## config.mk

```make
export PLATFORM = sky130hd
export DESIGN_NAME = pata_pio_seq
export DESIGN_NICKNAME = d
export VERILOG_FILES = /design/src/rtl/pata_pio_pkg.sv /design/src/rtl/pata_addr_decode.sv /design/src/rtl/pata_timing_regs.sv /design/src/rtl/pata_strobe_seq.sv /design/src/rtl/pata_pio_seq.sv
export SDC_FILE = /design/constraint.sdc
export NUM_CORES = 1
export LEC_CHECK = 0
export BUFFER_PORTS_ARGS = -buffer_cell sky130_fd_sc_hd__buf_4
export CORE_MARGIN = 1.5
export CORE_UTILIZATION = 45
export CTS_CLUSTER_SIZE = 20
export DETAILED_ROUTE_END_ITERATION = 8
export PLACE_DENSITY_LB_ADDON = 0.05
export SLEW_MARGIN = 10
export SYNTH_ARGS = -nofsm -noshare
export SYNTH_HDL_FRONTEND = slang
export SYNTH_SLANG_ARGS = --single-unit
```

## constraint.sdc

```tcl
create_clock -name clk -period 7.9 [get_ports clk]
set_clock_uncertainty 0.1 [all_clocks]
set_input_delay 0.79 -clock clk [delete_from_list [all_inputs] [get_ports clk]]
set_output_delay 0.79 -clock clk [all_outputs]
set_load 0.005 [all_outputs]
```

## src/rtl/pata_pio_pkg.sv

```systemverilog
package pata_pio_pkg;

  typedef enum logic [1:0] {
    RGN_NONE = 2'd0,
    RGN_CMD  = 2'd1,
    RGN_CTL  = 2'd2
  } rgn_e;

endpackage

```

## src/rtl/pata_addr_decode.sv

```systemverilog
module pata_addr_decode
  import pata_pio_pkg::*;
#(
  parameter int ADDR_W = 24
) (
  input  logic [ADDR_W-1:0] addr,
  output rgn_e              region,
  output logic [2:0]        idx,
  output logic              wide
);
  localparam logic [ADDR_W-1:0] CMD_BASE = ADDR_W'(3'b110) << (ADDR_W - 3);
  localparam logic [ADDR_W-1:0] CTL_BASE = ADDR_W'(3'b111) << (ADDR_W - 3);

  always_comb begin
    if (addr >= CTL_BASE)      region = RGN_CTL;
    else if (addr >= CMD_BASE) region = RGN_CMD;
    else                       region = RGN_NONE;
    idx  = addr[3:1];
    wide = (region == RGN_CMD) && (idx == 3'd0);
  end
endmodule

```

## src/rtl/pata_timing_regs.sv

```systemverilog
module pata_timing_regs #(
  parameter int CNT_W     = 8,
  parameter int SPAN_W    = CNT_W + 2,
  parameter int RST_SETUP = 18,
  parameter int RST_PULSE = 73,
  parameter int RST_CYCLE = 150
) (
  input  logic              clk,
  input  logic              rst,
  input  logic              we,
  input  logic [CNT_W-1:0]  setup_in,
  input  logic [CNT_W-1:0]  pulse_in,
  input  logic [CNT_W-1:0]  cycle_in,
  output logic [SPAN_W-1:0] strb_on,
  output logic [SPAN_W-1:0] strb_off,
  output logic [SPAN_W-1:0] cyc_len
);
  logic [CNT_W-1:0]  setup_q, pulse_q, cycle_q;
  logic [SPAN_W-1:0] pulse_eff, min_len;

  always_ff @(posedge clk) begin
    if (rst) begin
      setup_q <= CNT_W'(RST_SETUP);
      pulse_q <= CNT_W'(RST_PULSE);
      cycle_q <= CNT_W'(RST_CYCLE);
    end else if (we) begin
      setup_q <= setup_in;
      pulse_q <= pulse_in;
      cycle_q <= cycle_in;
    end
  end

  // Corrections: extra setup clock, pulse floor of one, two-clock recovery floor
  always_comb begin
    strb_on   = SPAN_W'(setup_q) + SPAN_W'(1);
    pulse_eff = (pulse_q == '0) ? SPAN_W'(1) : SPAN_W'(pulse_q);
    strb_off  = strb_on + pulse_eff;
    min_len   = strb_off + SPAN_W'(2);
    cyc_len   = (SPAN_W'(cycle_q) < min_len) ? min_len : SPAN_W'(cycle_q);
  end
endmodule

```

## src/rtl/pata_strobe_seq.sv

```systemverilog
module pata_strobe_seq #(
  parameter int SPAN_W = 10
) (
  input  logic              clk,
  input  logic              rst,
  input  logic              start,
  input  logic [SPAN_W-1:0] on_in,
  input  logic [SPAN_W-1:0] off_in,
  input  logic [SPAN_W-1:0] len_in,
  input  logic              rdy,
  output logic              busy,
  output logic              last,
  output logic              cs_nxt,
  output logic              strb_nxt,
  output logic              strb_cur
);
  logic [SPAN_W-1:0] cnt, nxt_cnt, on_q, off_q, len_q, on_u, off_u, len_u;
  logic              hold, nxt_busy;

  always_comb begin
    hold  = busy && strb_cur && !rdy;
    last  = busy && !hold && (cnt == len_q - SPAN_W'(1));
    on_u  = start ? on_in  : on_q;
    off_u = start ? off_in : off_q;
    len_u = start ? len_in : len_q;
    if (start) begin
      nxt_cnt  = '0;
      nxt_busy = 1'b1;
    end else if (last) begin
      nxt_cnt  = cnt;
      nxt_busy = 1'b0;
    end else if (busy && !hold) begin
      nxt_cnt  = cnt + SPAN_W'(1);
      nxt_busy = 1'b1;
    end else begin
      nxt_cnt  = cnt;
      nxt_busy = busy;
    end
    cs_nxt   = nxt_busy && (nxt_cnt != '0) && (nxt_cnt <= len_u - SPAN_W'(2));
    strb_nxt = nxt_busy && (nxt_cnt >= on_u) && (nxt_cnt < off_u);
  end

  always_ff @(posedge clk) begin
    if (rst) begin
      busy     <= 1'b0;
      cnt      <= '0;
      strb_cur <= 1'b0;
      on_q     <= '0;
      off_q    <= '0;
      len_q    <= '0;
    end else begin
      busy     <= nxt_busy;
      cnt      <= nxt_cnt;
      strb_cur <= strb_nxt;
      if (start) begin
        on_q  <= on_in;
        off_q <= off_in;
        len_q <= len_in;
      end
    end
  end


  wait_freeze_chk: assert property (@(posedge clk) disable iff (rst)
    (busy && strb_cur && !rdy) |=> $stable(cnt));


  end_idle_chk: assert property (@(posedge clk) disable iff (rst)
    last |=> !busy);
endmodule

```

## src/rtl/pata_pio_seq.sv

```systemverilog
module pata_pio_seq
  import pata_pio_pkg::*;
#(
  parameter int ADDR_W    = 24,
  parameter int DATA_W    = 16,
  parameter int CNT_W     = 8,
  parameter int RST_SETUP = 18,
  parameter int RST_PULSE = 73,
  parameter int RST_CYCLE = 150
) (
  input  logic              clk,
  input  logic              rst,
  input  logic              req_valid,
  input  logic              req_write,
  input  logic [ADDR_W-1:0] req_addr,
  input  logic [DATA_W-1:0] req_wdata,
  output logic              req_ack,
  output logic [DATA_W-1:0] req_rdata,
  input  logic              tcfg_we,
  input  logic [CNT_W-1:0]  tcfg_setup,
  input  logic [CNT_W-1:0]  tcfg_pulse,
  input  logic [CNT_W-1:0]  tcfg_cycle,
  output logic              cmd_cs_n,
  output logic              ctl_cs_n,
  output logic [2:0]        reg_a,
  output logic              rd_stb_n,
  output logic              wr_stb_n,
  output logic [DATA_W-1:0] bus_dout,
  output logic              bus_oe,
  input  logic [DATA_W-1:0] bus_din,
  input  logic              dev_rdy
);
  localparam int SPAN_W = CNT_W + 2;
  localparam int LANE_W = 8;
  localparam int HIGH_W = DATA_W - LANE_W;

  rgn_e              region, rgn_q, rgn_u;
  logic [2:0]        idx;
  logic              wide, wide_q, wr_q, wr_u, accept;
  logic [SPAN_W-1:0] t_on, t_off, t_len;
  logic              busy, last, cs_nxt, strb_nxt, strb_cur;
  logic [DATA_W-1:0] wr_lane, rd_lane;

  pata_addr_decode #(.ADDR_W(ADDR_W)) u_dec (
    .addr(req_addr), .region(region), .idx(idx), .wide(wide)
  );

  pata_timing_regs #(
    .CNT_W(CNT_W), .SPAN_W(SPAN_W),
    .RST_SETUP(RST_SETUP), .RST_PULSE(RST_PULSE), .RST_CYCLE(RST_CYCLE)
  ) u_tim (
    .clk(clk), .rst(rst), .we(tcfg_we),
    .setup_in(tcfg_setup), .pulse_in(tcfg_pulse), .cycle_in(tcfg_cycle),
    .strb_on(t_on), .strb_off(t_off), .cyc_len(t_len)
  );

  pata_strobe_seq #(.SPAN_W(SPAN_W)) u_seq (
    .clk(clk), .rst(rst), .start(accept),
    .on_in(t_on), .off_in(t_off), .len_in(t_len), .rdy(dev_rdy),
    .busy(busy), .last(last), .cs_nxt(cs_nxt),
    .strb_nxt(strb_nxt), .strb_cur(strb_cur)
  );

  always_comb begin
    accept  = !busy && req_valid && (region != RGN_NONE);
    rgn_u   = accept ? region : rgn_q;
    wr_u    = accept ? req_write : wr_q;
    wr_lane = wide ? req_wdata : {{HIGH_W{1'b0}}, req_wdata[LANE_W-1:0]};
    rd_lane = wide_q ? bus_din : {{HIGH_W{1'b0}}, bus_din[LANE_W-1:0]};
  end

  always_ff @(posedge clk) begin
    if (rst) begin
      rgn_q     <= RGN_NONE;
      wr_q      <= 1'b0;
      wide_q    <= 1'b0;
      reg_a     <= '0;
      bus_dout  <= '0;
      req_rdata <= '0;
      req_ack   <= 1'b0;
      cmd_cs_n  <= 1'b1;
      ctl_cs_n  <= 1'b1;
      rd_stb_n  <= 1'b1;
      wr_stb_n  <= 1'b1;
      bus_oe    <= 1'b0;
    end else begin
      if (accept) begin
        rgn_q    <= region;
        wr_q     <= req_write;
        wide_q   <= wide;
        reg_a    <= idx;
        bus_dout <= wr_lane;
      end
      if (busy && strb_cur && !strb_nxt && !wr_q)
        req_rdata <= rd_lane;
      req_ack  <= last;
      cmd_cs_n <= !(cs_nxt && rgn_u == RGN_CMD);
      ctl_cs_n <= !(cs_nxt && rgn_u == RGN_CTL);
      rd_stb_n <= !(strb_nxt && !wr_u);
      wr_stb_n <= !(strb_nxt && wr_u);
      bus_oe   <= cs_nxt && wr_u;
    end
  end


  cs_excl_chk: assert property (@(posedge clk) disable iff (rst)
    $onehot0({~cmd_cs_n, ~ctl_cs_n}));


  stb_in_cs_chk: assert property (@(posedge clk) disable iff (rst)
    (!rd_stb_n || !wr_stb_n) |-> (!cmd_cs_n || !ctl_cs_n));


  rw_excl_chk: assert property (@(posedge clk) disable iff (rst)
    !(!rd_stb_n && !wr_stb_n));


  oe_frame_chk: assert property (@(posedge clk) disable iff (rst)
    bus_oe |-> (!cmd_cs_n || !ctl_cs_n));


  ack_pulse_chk: assert property (@(posedge clk) disable iff (rst)
    req_ack |=> !req_ack);


  busy_drop_chk: assert property (@(posedge clk) disable iff (rst)
    (busy && req_valid) |=> $stable(reg_a));


  miss_idle_chk: assert property (@(posedge clk) disable iff (rst)
    (!busy && req_valid && region == RGN_NONE) |=> !busy);
endmodule

```

==> metrics.cfg <==
[worst_setup_path]
arrival_ns = 6.91
end_kind = flip-flop
cp_common_cell = ha_1
cp_max_fo = 9
max_stage_delay_ns = 0.43
criticalPathCategory = flip-flop to flip-flop
r2r-end = bus_oe
critPathLaunchType = flip-flop
crit_start = u_tim.setup_q[0]
critical_path_required_ns = 8.10
reg2regPathDepth = 26
r2r-start = u_tim.setup_q[0]
ff2ff_setup_slack_ns = 1.19
endpoint = bus_oe
cp_slowest_cell = dfxtp_1

[synthesis]
synth_simple_gate_area_share_pct = 21.4
synth.top_cell.area_share_pct = 34.7
synth_compound_area_share_pct = 17.2
synth_edf_count = 0
synth_top_family_by_area = simple AND/OR/NAND/NOR gates
synth_seq_cells = 111
synth_area_leaders = dfxtp_1, ha_1, mux2i_1, nor2_1, a21oi_1
synthCells = 758
synth_cell_types = 68
yosysMostFrequentCell = dfxtp_1
synth_mux_area_share_pct = 6.31
syn_nets = 894
syn_area_um2 = 6410
synth_fa_ha_area_share_pct = 9.88
synth_xor_area_share_pct = 6.15
ys_seq_area_share_pct = 34.7
synth_top_cell_by_area = dfxtp_1
postSynthAreaPerCell_um2 = 8.45
synth_commonest_cells = dfxtp_1, nor2_1, a21oi_1
synthFlopType = dfxtp_1
ys_warn_count = 0
async_flop_share_pct = 0

[clocking]
hold_buffers = 0
cts_resized = 0
clockBufferDepth = 2
htreeDepth = 3
clk_latency_ns = 0.35
cts_made_buffers = 9
path_clk_slew_ns = 0.07
cts_setup_buffers = 0
cts_sinks = 111
cts-root-buf = clkbuf_16
cts_tree = yes

[routing]
route.met2.wl_mm = 7.64
wl_met1_mm = 7.52
wl_per_cell_um = 15.8
top_layer = met4
viasPerCell = 5.55
drc = 0
wirelength_mm = 16.0
ant_nets = 0
dr.first_iter.drc_count = 303
first_pass_iters = 4
vias = 5629
dr_wl_met3_um = 614

[grt]
grt_max_degree = 108
grt_pass1_wl_mm = 26.1
grt_overflow = 0
track_usage_pct = 22.1
antenna_found_initial = 0
grt_pass1_vias = 5381

[floorplanning]
chipHeight_um = 122
std_cell_rows = 43
coreArea_um2 = 13900
num_io_pins = 127
dieArea_um2 = 15000
start_util_pct = 46.2
die_x_um = 122

[placement]
hpwl_mm = 11.9
io_buffers = 108
gp_congestion = 0.848

[power]
p_per_area_nw_per_um2 = 188
peakVddDrop_mv = 0.111
leakage_nw = 3.24

[sta]
grt_setup_unrepaired = false
slew_headroom_pct = 25.4
slew_viol_final = 0
setup_viol = 0
tns_ns = 0
hold_violations = 0
fmax_mhz = 149
tightestPinTransition_ns = 1.12
finalCritPeriodShare_pct = 85.0
min_period_ns = 6.71
holdWs_ns = 0.356

[status]
outcome = finished clean

[cells_and_area]
n_antenna_cell = 0
drive_gt1_share_pct = 17.5
area_delta_synth_final_pct = 17.8
nets = 966
final_util_pct = 54.4

[job]
maxCapViolCount = 0

[worst_hold_path]
min_path_type = flip-flop to flip-flop

[power by group]
group          switching (mW)  internal, mW  total [mW]
clock network           0.214         0.226       0.440
registers              0.0185         0.577       0.596
logic                   0.215         0.170       0.385
total                   0.448         0.973        1.42
[critical path, delay by kind of cell (launching register included)]
kind,cells,cell delay [ns]
AO/OA/AOI/OAI,9,1.81
adder cells (fa/ha/maj),6,1.70
XOR/XNOR,4,1.25
AND/OR/NAND/NOR,4,0.87
flip-flops,1,0.43
multiplexers,1,0.36
buffers and inverters,2,0.15
[cells by family after synthesis]
kind of cell	after synthesis
buffers and inverters	70
and+or+nand+nor	273
muxes	40
xor gates and xnor gates	45
AOI/OAI and AO/OA	169
DFF	111
adders and majority gates	50
[cell type report]
type	instances	area [um2]
Fill cell	1311	6330
Multi-Input combinational cell	577	3910
Sequential cell	111	2220
Timing Repair Buffer	111	833
Clock buffer	11	243
Tap cell	180	225
Inverter	20	75.1
Clock inverter	5	40.0
[routing by layer]
metal	global-route usage (%)	vias to the layer above
met5	0	-
met4	7.34	0
met3	3.90	18
met2	36.0	94
met1	29.5	2666
li1	-	2851
[worst min-delay path by stage]
stage,start,endpoint,depth (start not counted)
floorplan,u_seq.on_q[9],u_seq.on_q[9],2
global placement,u_seq.on_q[9],u_seq.on_q[9],2
detailed placement,u_seq.on_q[9],u_seq.on_q[9],2
CTS,u_seq.on_q[9],u_seq.on_q[9],2
global route,bus_dout[6],bus_dout[6],2
finish,u_seq.on_q[9],u_seq.on_q[9],2
[state kept, by name, indices dropped and copies added, names as in the netlist, 2 cells and up]
register       cells
reg_a              3
u_seq.on_q        10
u_seq.len_q       10
u_tim.pulse_q      8
rgn_q              2
bus_dout          16
u_seq.off_q       10
req_rdata         16
u_seq.cnt         10
u_tim.setup_q      8
u_tim.cycle_q      8
[layout by cell type (no fill, tap or decap), drive strengths merged, types with 2 or more instances in the layout]
cell	instances
dfxtp	111
buf	111
nor2	90
a21oi	61
nand2	50
ha	49
mux2i	37
o21ai	33
xnor2	29
nand3	26
inv	22
nand4	19
nor3	17
xor2	16
nor2b	16
nand2b	12
clkbuf	11
a211oi	10
a21o	10
a211o	9
a22oi	8
and2	8
nor4	7
o21a	6
and3	6
a31oi	6
o211ai	5
or3	3
mux2	3
o2111ai	3
nor3b	3
or2	3
and4	3
or4	3
clkinv	3
or4b	2
nor4b	2
a221oi	2
[metrics by stage]
step,setup slack [ns],cell area (um2),instances,power (mW)
6_report,1.19,7550,1015,1.42
5_1_grt,0.612,7550,1015,1.51
4_1_cts,1.20,7550,1015,1.43
3_5_place_dp,1.28,7270,999,0.991
3_3_place_gp,1.47,7270,999,0.977
2_1_floorplan,2.36,6410,758,0.888
No activity file was read; power rests on OpenSTA's default activity.
